===== src/rtl/wdiv_pkg.sv =====
package wdiv_pkg;
  typedef enum logic [1:0] {
    OP_TRUNC     = 2'd0,
    OP_ROUND     = 2'd1,
    OP_FRAC      = 2'd2,
    OP_TRUNC_ALT = 2'd3
  } op_mode_e;

  typedef enum logic [2:0] {
    ST_IDLE,
    ST_INT,
    ST_SEED,
    ST_FRAC,
    ST_FIX,
    ST_DONE
  } div_state_e;
endpackage


===== src/rtl/wdiv_prep.sv =====
module wdiv_prep #(
  parameter int W = 16
) (
  input  logic [2*W-1:0] dividend,
  input  logic [W-1:0]   divisor,
  input  logic           is_signed,
  output logic [2*W-1:0] dvd_mag,
  output logic [W-1:0]   dvs_mag,
  output logic           neg_quot,
  output logic           neg_rem,
  output logic           div_zero,
  output logic           pre_ovf
);
  logic dvd_neg, dvs_neg;

  always_comb begin
    dvd_neg  = is_signed & dividend[2*W-1];
    dvs_neg  = is_signed & divisor[W-1];
    dvd_mag  = dvd_neg ? -dividend : dividend;
    dvs_mag  = dvs_neg ? -divisor : divisor;
    neg_quot = dvd_neg ^ dvs_neg;
    neg_rem  = dvd_neg;
    div_zero = (divisor == '0);
    // High half not below divisor means the magnitude quotient needs W+1 bits
    pre_ovf  = (dvd_mag[2*W-1:W] >= dvs_mag);
  end
endmodule


===== src/rtl/wdiv_step.sv =====
module wdiv_step #(
  parameter int W = 16
) (
  input  logic [2*W-1:0] acc_in,
  input  logic [W-1:0]   dvs,
  output logic [2*W-1:0] acc_out
);
  logic [W:0]   trial;
  logic [W-1:0] diff;

  always_comb begin
    trial = acc_in[2*W-1:W-1];
    diff  = trial[W-1:0] - dvs;
    if (trial >= {1'b0, dvs})
      acc_out = {diff, acc_in[W-2:0], 1'b1};
    else
      acc_out = {acc_in[2*W-2:0], 1'b0};
  end
endmodule


===== src/rtl/wdiv_finish.sv =====
module wdiv_finish
  import wdiv_pkg::*;
#(
  parameter int W = 16
) (
  input  logic [2*W-1:0] acc,
  input  logic [W-1:0]   int_quot,
  input  logic [W-1:0]   dvs_mag,
  input  op_mode_e       mode,
  input  logic           is_signed,
  input  logic           neg_quot,
  input  logic           neg_rem,
  input  logic           div_zero,
  input  logic           pre_ovf,
  output logic           err,
  output logic [2*W-1:0] result
);
  localparam logic [W-1:0] NEG_LIMIT = {1'b1, {(W-1){1'b0}}};

  logic [W-1:0] q_mag, r_mag, lo, hi;
  logic         round_up, range_err;

  always_comb begin
    q_mag     = acc[W-1:0];
    r_mag     = acc[2*W-1:W];
    round_up  = ({r_mag, 1'b0} >= {1'b0, dvs_mag});
    lo        = q_mag;
    hi        = r_mag;
    range_err = 1'b0;
    case (mode)
      OP_ROUND: begin
        lo        = q_mag + {{(W-1){1'b0}}, round_up};
        range_err = round_up & (&q_mag);
      end
      OP_FRAC: begin
        lo = int_quot;
        hi = q_mag;
      end
      default: begin
        if (is_signed) begin
          lo        = neg_quot ? -q_mag : q_mag;
          hi        = neg_rem ? -r_mag : r_mag;
          range_err = neg_quot ? (q_mag > NEG_LIMIT) : q_mag[W-1];
        end
      end
    endcase
    err    = div_zero | pre_ovf | range_err;
    result = err ? '0 : {hi, lo};
  end
endmodule


===== src/rtl/wide_divider.sv =====
module wide_divider
  import wdiv_pkg::*;
#(
  parameter int W = 16
) (
  input  logic           clk,
  input  logic           rst,
  input  logic           in_valid,
  output logic           in_ready,
  input  logic [2*W-1:0] in_dividend,
  input  logic [W-1:0]   in_divisor,
  input  logic           in_signed,
  input  logic [1:0]     in_mode,
  output logic           out_valid,
  input  logic           out_ready,
  output logic [2*W-1:0] out_result,
  output logic           out_err
);
  localparam int            CW   = (W > 2) ? $clog2(W) : 1;
  localparam logic [CW-1:0] LAST = CW'(W - 1);

  div_state_e     state;
  logic [CW-1:0]  cnt;
  logic [2*W-1:0] acc;
  logic [W-1:0]   dvs_q, int_q;
  op_mode_e       mode_q;
  logic           sgn_q, negq_q, negr_q, zero_q, povf_q;

  op_mode_e       req_mode;
  logic           eff_signed;
  logic [2*W-1:0] p_dvd;
  logic [W-1:0]   p_dvs;
  logic           p_negq, p_negr, p_zero, p_povf;
  logic [2*W-1:0] step_acc;
  logic           fin_err;
  logic [2*W-1:0] fin_result;

  assign req_mode   = op_mode_e'(in_mode);
  assign eff_signed = in_signed & ((req_mode == OP_TRUNC) | (req_mode == OP_TRUNC_ALT));
  assign in_ready   = (state == ST_IDLE);

  wdiv_prep #(.W(W)) u_prep (
    .dividend (in_dividend),
    .divisor  (in_divisor),
    .is_signed(eff_signed),
    .dvd_mag  (p_dvd),
    .dvs_mag  (p_dvs),
    .neg_quot (p_negq),
    .neg_rem  (p_negr),
    .div_zero (p_zero),
    .pre_ovf  (p_povf)
  );

  wdiv_step #(.W(W)) u_step (
    .acc_in (acc),
    .dvs    (dvs_q),
    .acc_out(step_acc)
  );

  wdiv_finish #(.W(W)) u_finish (
    .acc      (acc),
    .int_quot (int_q),
    .dvs_mag  (dvs_q),
    .mode     (mode_q),
    .is_signed(sgn_q),
    .neg_quot (negq_q),
    .neg_rem  (negr_q),
    .div_zero (zero_q),
    .pre_ovf  (povf_q),
    .err      (fin_err),
    .result   (fin_result)
  );

  always_ff @(posedge clk) begin
    if (rst) begin
      state      <= ST_IDLE;
      cnt        <= '0;
      acc        <= '0;
      dvs_q      <= '0;
      int_q      <= '0;
      mode_q     <= OP_TRUNC;
      sgn_q      <= 1'b0;
      negq_q     <= 1'b0;
      negr_q     <= 1'b0;
      zero_q     <= 1'b0;
      povf_q     <= 1'b0;
      out_valid  <= 1'b0;
      out_result <= '0;
      out_err    <= 1'b0;
    end else begin
      case (state)
        ST_IDLE: if (in_valid) begin
          acc    <= p_dvd;
          dvs_q  <= p_dvs;
          mode_q <= req_mode;
          sgn_q  <= eff_signed;
          negq_q <= p_negq;
          negr_q <= p_negr;
          zero_q <= p_zero;
          povf_q <= p_povf;
          cnt    <= '0;
          state  <= ST_INT;
        end
        ST_INT: begin
          acc <= step_acc;
          cnt <= cnt + 1'b1;
          if (cnt == LAST) state <= (mode_q == OP_FRAC) ? ST_SEED : ST_FIX;
        end
        ST_SEED: begin
          int_q <= acc[W-1:0];
          acc   <= {acc[2*W-1:W], {W{1'b0}}};
          cnt   <= '0;
          state <= ST_FRAC;
        end
        ST_FRAC: begin
          acc <= step_acc;
          cnt <= cnt + 1'b1;
          if (cnt == LAST) state <= ST_FIX;
        end
        ST_FIX: begin
          out_result <= fin_result;
          out_err    <= fin_err;
          out_valid  <= 1'b1;
          state      <= ST_DONE;
        end
        ST_DONE: if (out_ready) begin
          out_valid <= 1'b0;
          state     <= ST_IDLE;
        end
        default: state <= ST_IDLE;
      endcase
    end
  end

  // never idle while a result is waiting
  a_r10_ready_excl: assert property (@(posedge clk) disable iff (rst)
    !(in_ready && out_valid));

  // stalled result holds
  a_r10_hold: assert property (@(posedge clk) disable iff (rst)
    out_valid && !out_ready |=> out_valid && $stable(out_result) && $stable(out_err));

  // zero divisor always reported
  a_r2_zero_err: assert property (@(posedge clk) disable iff (rst)
    out_valid && zero_q |-> out_err);

  // error result word is cleared
  a_r3_err_clear: assert property (@(posedge clk) disable iff (rst)
    out_valid && out_err |-> out_result == '0);

  // unsigned truncating remainder below divisor
  a_r1_rem_bound: assert property (@(posedge clk) disable iff (rst)
    out_valid && !out_err && !sgn_q && (mode_q == OP_TRUNC) |-> out_result[2*W-1:W] < dvs_q);
endmodule


===== config.mk =====
export PLATFORM = sky130hd
export DESIGN_NAME = wide_divider
export DESIGN_NICKNAME = d
export VERILOG_FILES = /design/src/rtl/wdiv_pkg.sv /design/src/rtl/wdiv_prep.sv /design/src/rtl/wdiv_step.sv /design/src/rtl/wdiv_finish.sv /design/src/rtl/wide_divider.sv
export SDC_FILE = /design/constraint.sdc
export NUM_CORES = 1
export LEC_CHECK = 0
export ABC_AREA = 1
export BUFFER_PORTS_ARGS = -buffer_cell sky130_fd_sc_hd__buf_2
export CAP_MARGIN = 30
export CORE_ASPECT_RATIO = 1.4
export CORE_MARGIN = 4
export CORE_UTILIZATION = 30
export DETAILED_ROUTE_END_ITERATION = 6
export PLACE_DENSITY = 0.51
export REMOVE_ABC_BUFFERS = 1
export SYNTH_ARGS = -nofsm -noshare
export SYNTH_HDL_FRONTEND = slang
export SYNTH_SLANG_ARGS = --single-unit

===== constraint.sdc =====
create_clock -name clk -period 8 [get_ports clk]
set_input_delay 2.4 -clock clk [delete_from_list [all_inputs] [get_ports clk]]
set_output_delay 2.4 -clock clk [all_outputs]
set_load 0.01 [all_outputs]

== After elaboration in Yosys (flattened, before gate mapping) ==
Cells that the tools add are included.

* Output and inout port bits: 35
* Flip-flop bits (word level): 112
* Word-level logic and storage cells: 86
* Input port bits: 55

* Add/sub/neg operators: 7
* Bitwise logic cells: 9
* Multiplexer cells: 25
* Reduce and logical (&&, ||, !) cells: 13
* Equal/unequal tests: 13
* Magnitude comparators: 4

{| class="wikitable"
|+ Operators by type and width
! cell !! count
|-
| 32-bit two-way mux || 4
|-
| 32-bit one-hot mux with 3 select lines || 1
|-
| 16-bit two-way mux || 5
|-
| 16-bit one-hot mux with 2 select lines || 2
|-
| 16-bit negation || 3
|-
| 17-bit by 16-bit greater-or-equal comparator with 1-bit output || 2
|-
| 32-bit negation || 1
|-
| 3-bit one-hot mux with 6 select lines || 1
|-
| 16-bit by 1-bit adder with 16-bit output || 1
|-
| 16-bit greater-or-equal comparator || 1
|-
| 16-bit > comparator, second input constant || 1
|-
| 16-bit zero test || 1
|-
| 16-bit AND reduction || 1
|-
| 16-bit subtractor || 1
|-
| 3-bit two-way mux || 5
|-
| 4-bit one-hot mux with 3 select lines || 1
|-
| 2-bit inequality test, second input constant || 4
|-
| 3-bit by 2-bit == test with 1-bit output, second input constant || 2
|-
| 3-bit == test, second input constant || 2
|-
| 2-bit AND reduction || 3
|-
| 4-bit by 1-bit adder with 4-bit output, second input constant || 1
|-
| 1-bit bitwise AND || 4
|-
| 2-bit == test, second input constant || 2
|-
| 4-bit == test, second input constant || 1
|-
| other kinds (15) || 21
|}

== Longest topological paths before layout ==
Gate-level depths: netlist (run 1).

* Depth in word-level cells: 7
* Depth in mapped cells: 22
* Gate-level depth less buffers: 22

== Cells and area by module ==
Synthesis (run 1) repeated with hierarchy kept, for this count alone.

* Cells, all modules: 1822
* Area, all modules: 10541.4 sq um

{| class="wikitable"
|+ By module, submodules not included
! module !! seq. area each (sq um) !! area an instance (sq um) !! instances !! cells an instance
|-
| wide_divider || 2242.2 || 4521.8 || 1 || 628
|-
| wdiv_finish || 0.0 || 2585.0 || 1 || 517
|-
| wdiv_prep || 0.0 || 1966.9 || 1 || 393
|-
| wdiv_step || 0.0 || 1467.7 || 1 || 284
|}

== Least setup slack after synthesis (run 1) ==
No wires, ideal clock.

* Kind: input port to flip-flop
* From: input port in_mode[0]
* To: register povf_q
* Data required time: 7860 ps
* Library setup time: 140 ps
* Cell stages on the path: 17
* Data arrival time: 4206 ps
* Path slack: 3654 ps
* Buffers on the path: 0
* Cell sequence: inv_1 -> nor2_1 -> nor2_1 -> nand2_1 -> nor2_1 -> inv_1 -> a21oi_1 -> nor2_1 -> xor2_1 -> inv_1 -> ha_1 -> a21oi_1 -> o21ai_0 -> a21oi_1 -> nand3_1 -> nand2_1 -> a21oi_1

* Word-level cells in the longest chain between the ends: 6
* Elaborated cells between the ends (all ways): 9
* Those cells by class: order compare (1); eq/ne (1); mux (2); bitwise (4); reduce/logical (1)

{| class="wikitable"
|+ RTL lines
! item !! line !! text
|-
| start: declaration || wide_divider.sv:13 || <nowiki>input logic [1:0] in_mode,</nowiki>
|-
| 2-bit == test / 2-bit zero test (equally long branches) || wide_divider.sv:39 || <nowiki>assign eff_signed = in_signed & ((req_mode == OP_TRUNC) | (req_mode == OP_TRUNC_ALT));</nowiki>
|-
| 1-bit OR (*) || wide_divider.sv:39 ||
|-
| 1-bit bitwise AND (*) || wide_divider.sv:39 ||
|-
| 1-bit bitwise AND, on equally long branches || wdiv_prep.sv:17, wdiv_prep.sv:18 ||
|-
| 32-bit two-way mux / 16-bit two-way mux (equally long branches) || wdiv_prep.sv:19, wdiv_prep.sv:20 ||
|-
| 16-bit greater-or-equal comparator (*) || wdiv_prep.sv:25 || <nowiki>pre_ovf = (dvd_mag[2*W-1:W] >= dvs_mag);</nowiki>
|-
| end signal: assignment || wide_divider.sv:100 || <nowiki>povf_q <= p_povf;</nowiki>
|-
| end: declaration || wide_divider.sv:27 || <nowiki>logic sgn_q, negq_q, negr_q, zero_q, povf_q;</nowiki>
|}

Every way passes the cells marked *; elsewhere a longest branch is shown, timed or not.
A chain may end at the register's enable or synchronous reset.

== Worst setup path after layout (run 1) ==
Same ends and word-level chain as after synthesis.

==> out/metrics.csv, run 1 <==
metric;value;unit
status;finished, final reports clean;
simple logic cell fraction of the synthesized area;0.3462;
Setup-failing EPs final;0;
CTS max path bufs;2;
initial antenna violation count;0;
Tmin final;4.915;ns
Worst Hold Endpoint;out_result[31]$_SDFFE_PP0P_;
CP Class;in -> reg;
Total GRT Usage;0.2093;
worst-path maximum fanout;12;
die span in x;156.9;um
Setup Fix Bufs, Post-CTS;0;
Tcrit/Tclk final;0.6144;
P&R area growth vs syn;10.75;%
layout cell share with drive strength beyond 1;0.1101;
EDFF count, synth;0;
Async SR Flop Fraction;0;
synth top area cells;dfxtp_1 24%, nand2_1 14%, a21oi_1 7.8%, nand3_1 7.4%, inv_1 7.2%;
Yosys top cell by area;dfxtp_1;
prevailing post-synth register cell;dfxtp_1;
Fmax;203.4;MHz
Fin Setup TNS;0;ns
H-tree Lvls;3;
worst skew pair latency;0.38;ns
reg2reg end;out_result[4]$_SDFFE_PP0P_;
Fin. Hold Viols;0;
CTS sink cnt;112;
Power Density;384.2;mW/mm^2
worst vdd ir;0.0001239;V
Hold Crit Class;reg -> reg;
Hold Path Depth;2;
Final HPWL DP;27.95;mm
DR WL/cell;18.07;um
register-to-register setup slack;4.57;ns
commonest cells in the netlist;357 x nand2_1, 179 x inv_1, 158 x nor2_1;
clock buffer count from CTS;9;
YS warnings;0;
Critical Path Sink Type;register;
Clock Skews;0.01111;ns
IO Count;90;
First-pass DRT Iterations;5;
Nets;1674;
max_cap viols;0;
GRT overflow;0;
Die Area;0.03396;mm^2
Post-DRT Antenna Nets;0;
synth unique cells;51;
WP data required;8.26;ns
die height;216.4;um
DR vias/cell;5.145;
Post-CTS Hold Buffers;0;
Post-Syn Area;0.009310;mm^2
Worst-Margin Slew;0.8368;ns
placed cells;1954;
max-slew violations;0;
Avg Inst Size Synth;6.085;um^2
DRC;0;
reg-to-reg startpoint;acc[27]$_SDFFE_PP0P_;
Clock transition at path regs;0.08;ns
pin count of the biggest net entering global routing;49;
vias post-DR;10135;
cells after synthesis;1530;
final WL;35.60;mm
#FFs+latches synth;112;
Rel. slew slack;0.4415;
PostCTS Resize Cnt;0;
TritonCTS clock tree;built;
n_diodes;0;
core area;0.03071;mm^2
vias in the first global route;9970;
Seq/Total Area, Yosys;0.2408;
hold_sp;out_result[31]$_SDFFE_PP0P_;
P_leak;4.724;nW
gpl congestion;0.9517;
Compound-Gate Fraction of Synth Area;0.2094;
synthesized-area fraction occupied by adder cells;0.05994;
Initial Util;0.3031;
FF-to-FF path depth;16;
first-pass GRT wire length;55.79;mm
row count;76;
Yosys top cell area share;0.2408;
# port buffers;89;
startpoint types;primary input;
mux contribution to synthesized area;0;
Post-Layout Cell Count;1970;
largest family of logic cells by synthesized area;simple AND/OR/NAND/NOR gates;
count leader, synth;nand2_1;
Root Driver;clkbuf_16;
Post-Synth XOR/XNOR Area;0.03010;
Arrival @ worst endpoint;5.17;ns
drt initial violations;642;
RSZ-0062 raised after global routing;false;
[flip-flops by register name (all words and copies together) (netlist names), 2 cells and up]
name / flops
state: 3
mode_q: 2
acc: 32
out_result: 32
cnt: 4
int_q: 16
dvs_q: 16
[per-layer routing]
metal	routed length [um]	part of all wire	GRT usage
met3	1131	0.032	0.02197
met4	1227	0.034	0.07902
met1	14120	0.40	0.2348
met5	0	0	0
met2	19110	0.54	0.3984
[logic make-up (layout without fill, tap and decap cells)]
group / Yosys count / count (layout)
fa+ha+maj: 44 / 44
flops: 112 / 112
simple gates: 740 / 740
xor+xnor: 32 / 32
buf+inv: 260 / 310
compound gates: 342 / 342
[area by class of cell]
class	instances	area, um^2
Clock buffer	9	225.2
Sequential cell	112	2242
Clock inverter	7	66.31
Fill cell	3470	20400
Tap cell	390	488.0
Timing Repair Buffer	99	540.5
Inverter	195	735.7
Multi-Input combinational cell	1158	6013
[critical path: stages]
cell     delay, ns
buf_2         0.12
inv_1         0.05
nor2_1        0.04
nor2_1        0.09
nand2_1       0.13
nor2_1        0.58
inv_1         0.26
a21oi_1       0.25
nor2_1        0.08
xor2_1        0.18
inv_1         0.06
ha_1          0.31
a21oi_1       0.16
o21ai_0       0.08
a21oi_1       0.15
nand3_1       0.09
nand2_1       0.06
a21oi_1       0.07
[cell usage in the layout (no fill, tap or decap), types with 11 or more instances in the layout]
cell type,netlist,final
nor3_1,16,16
dfxtp_1,112,112
buf_2,16,89
nand4_1,24,24
inv_1,179,179
ha_1,43,43
nand3_1,138,138
o211ai_1,14,14
nand2_1,357,357
nand2_2,17,17
a21oi_2,11,11
nor2_1,158,157
xor2_1,20,20
xnor2_1,12,12
a221oi_1,15,15
a21oi_1,146,146
o21ai_0,115,115
[per-stage QoR]
| step | utilization | area [um^2] | total power [W] | setup slack [ns] | hold slack (ns) |
|---|---|---|---|---|---|
| final | 0.3357 | 10310 | 0.003961 | 3.085 | 0.4643 |
| after global routing | 0.3357 | 10310 | 0.004342 | 2.667 | 0.4809 |
| after CTS | 0.3357 | 10310 | 0.003978 | 3.093 | 0.4653 |
| after detailed placement | 0.3262 | 10020 | 0.003499 | 2.680 | 0.4535 |
| after global placement | 0.3253 | 9992 | 0.003492 | 2.722 | 0.4506 |
| after floorplan | - | 8989 | 0.002651 | 3.312 | 0.4340 |
[report_power, final]
part	internal [W]	leakage, nW	switching, W
clock	0.000219	0.141	0.000249
combinational	0.000797	3.66	0.00173
sequential	0.000734	0.918	0.000236
total	0.00175	4.72	0.00221
[how the worst max path moves through the flow]
stage | from | endpoint | slack, ns | depth (start not counted)
final | in_mode[0] | povf_q$_SDFFE_PP0P_ | 3.08 | 18
after global routing | in_mode[0] | povf_q$_SDFFE_PP0P_ | 2.67 | 18
after CTS | in_mode[0] | povf_q$_SDFFE_PP0P_ | 3.09 | 18
after detailed placement | in_mode[0] | povf_q$_SDFFE_PP0P_ | 2.68 | 18
after global placement | in_mode[0] | povf_q$_SDFFE_PP0P_ | 2.72 | 18
after floorplan | in_mode[0] | povf_q$_SDFFE_PP0P_ | 3.31 | 17
(Power assumes the default switching activity.)
==> run 2: changes to the inputs <==
PLACE_DENSITY = 0.53   (was 0.51)
clock period = 4.4 ns   (was 8 ns; I/O delays follow)
==> run 2 against run 1 <==
Clock power up 92%. Critical path depth down 3. Die area unchanged. Routed wire length down 2.1%. Global-route usage down 0.20 points. Critical path type unchanged. Critical endpoint unchanged.
==> out/metrics.csv, run 2 (synthesized netlist as in run 1, its figures left out) <==
metric;value;unit;change
Total GRT Usage;0.2073;;was 0.2093
vias post-DR;10119;;was 10,135
DR WL/cell;17.60;um;was 18.07 um
Worst path slowest cell;xor2_1;;was nor2_1
# port buffers;89;;unchanged
Die Area;0.03396;mm^2;unchanged
die span in x;156.9;um;unchanged
Setup Fix Bufs, Post-CTS;0;;unchanged
P&R area growth vs syn;11.73;%;was 10.75%
WP data required;4.65;ns;was 8.26 ns
CP Depth;15;;was 18
Fmax;279.1;MHz;
area occupied by multi-input gates;0.006013;mm^2;unchanged
Fill cells;3484;;was 3,470
RSZ-0062 raised after global routing;false;;unchanged
drt initial violations;618;;was 642
Fin Setup TNS;0;ns;unchanged
FF-to-FF path depth;18;;was 16
Final HPWL DP;27.51;mm;was 27.95 mm
PostCTS Resize Cnt;0;;unchanged
Arrival @ worst endpoint;3.83;ns;was 5.17 ns
First-pass DRT Iterations;5;;unchanged
Worst-Margin Slew;0.8936;ns;was 0.8368 ns
Fin. Hold Viols;0;;unchanged
first-pass GRT wire length;55.10;mm;was 55.79 mm
max_cap viols;0;;unchanged
slowest stage delay, CP;0.36;ns;was 0.58 ns
pin count of the biggest net entering global routing;57;;was 49
Nets;1684;;was 1,674
total power;0.007332;W;was 0.003961 W
P_leak;4.777;nW;was 4.724 nW
die height;216.4;um;unchanged
Root Driver;clkbuf_16;;unchanged
Tcrit/Tclk final;0.8142;;
Seq. cell area;0.002242;mm^2;unchanged
cell family with most CP delay;simple AND/OR/NAND/NOR gates;;unchanged
CP cell instances;buf_2 > inv_1 > nand3_1 > nor2_2 > nand3_1 > nand2_1 > nand2_1 > xor2_1 > ha_1 > a21oi_1 > o21ai_0 > a21oi_1 > nand3_1 > nand2_1 > a21oi_1;;was buf_2 > inv_1 > nor2_1 > nor2_1 > nand2_1 > nor2_1 > inv_1 > a21oi_1 > nor2_1 > xor2_1 > inv_1 > ha_1 > a21oi_1 > o21ai_0 > a21oi_1 > nand3_1 > nand2_1 > a21oi_1
Rel. slew slack;0.4006;;was 0.4415
layout cell share with drive strength beyond 1;0.1151;;was 0.1101
Hold Crit Class;reg -> reg;;unchanged
final WL;34.85;mm;was 35.60 mm
most frequent cells in the layout;357 x nand2_1, 179 x inv_1, 157 x nor2_1, 146 x a21oi_1, 138 x nand3_1;;unchanged
placed cells;1964;;was 1,954
clock buffer count from CTS;9;;unchanged
vias in the first global route;9900;;was 9,970
worst skew pair latency;0.39;ns;was 0.38 ns
Top Registers;acc: 32 flops, out_result: 32 flops;;unchanged
status;finished, final reports clean;;unchanged
Power Density;704.8;mW/mm^2;was 384.2 mW/mm^2
DRC;0;;unchanged
gpl congestion;0.9192;;was 0.9517
Clock Skews;0.01215;ns;was 0.01111 ns
CTS max path bufs;2;;unchanged
core area;0.03071;mm^2;unchanged
Tmin final;3.583;ns;
commonest non-fill, non-tap cell in the layout;nand2_1;;unchanged
Clock transition at path regs;0.08;ns;about the same
max-slew violations;0;;unchanged
Setup-failing EPs final;0;;unchanged
TritonCTS clock tree;built;;unchanged
GRT overflow;0;;unchanged
CTS sink cnt;112;;unchanged
CP Class;in -> reg;;unchanged
Post-CTS Hold Buffers;0;;unchanged
IO Count;90;;unchanged
row count;76;;unchanged
startpoint types;primary input;;unchanged
Worst Path Buf+Inv;2;;was 4
Post-DRT Antenna Nets;0;;unchanged
H-tree Lvls;3;;unchanged
Post-Layout Cell Count;1980;;was 1,970
worst-path maximum fanout;7;;was 12
Initial Util;0.3031;;unchanged
worst vdd ir;0.0002577;V;was 0.0001239 V
DR vias/cell;5.111;;was 5.145
n_diodes;0;;unchanged
Hold Path Depth;2;;unchanged
initial antenna violation count;0;;unchanged
Critical Path Sink Type;register;;unchanged
run 2: worst paths after layout:
path	endpoint	start	slack, ns
setup / recovery	povf_q$_SDFFE_PP0P_	in_dividend[2]	0.82
hold / removal	out_result[14]$_SDFFE_PP0P_	out_result[14]$_SDFFE_PP0P_	0.46
setup reg to reg	out_result[9]$_SDFFE_PP0P_	dvs_q[13]$_SDFFE_PP0P_	1.06
hold reg to reg	out_result[14]$_SDFFE_PP0P_	out_result[14]$_SDFFE_PP0P_	0.46
run 2: power by group:
group | total [W] | switching [W] | internal (W)
registers | 0.00175 | 0.000411 | 0.00133
clock network | 0.000900 | 0.000437 | 0.000463
logic | 0.00469 | 0.00316 | 0.00152
total | 0.00733 | 0.00401 | 0.00332
run 2: metal layers:
metal  vias to the layer above  routed length, um  track usage  part of all wire
met5                         -                  0            0                 0
met1                      4682              14140       0.2392              0.41
met3                        60               1118      0.02137             0.032
li1                       5156                  -            -                 -
met2                       221              18160       0.3817              0.52
met4                         0               1430      0.08944             0.041
run 2: area by class of cell:
class / instances / share of cell area
clock buffer: 11 / 0.02333
clock inverter: 5 / 0.006254
inverter: 195 / 0.07072
multi-input combinational: 1158 / 0.5781
sequential: 112 / 0.2155
tap: 390 / 0.04691
timing repair buffer: 109 / 0.05918
run 2: metrics by stage:
stage	utilization	worst slack (ns)	instance area [um^2]	hold WS [ns]
finish	0.3387	0.8173	10400	0.4626
global route	0.3387	0.4807	10400	0.4787
CTS	0.3387	0.8071	10400	0.4652
detailed placement	0.3287	0.3999	10090	0.4529
global placement	0.3278	0.4098	10070	0.4528
floorplan	-	0.7922	8989	0.4340
run 2: worst min-delay path: stages, from the launching register on:
cell     delay (ns)
dfxtp_1        0.31
nand2_1        0.06
a21oi_1        0.05
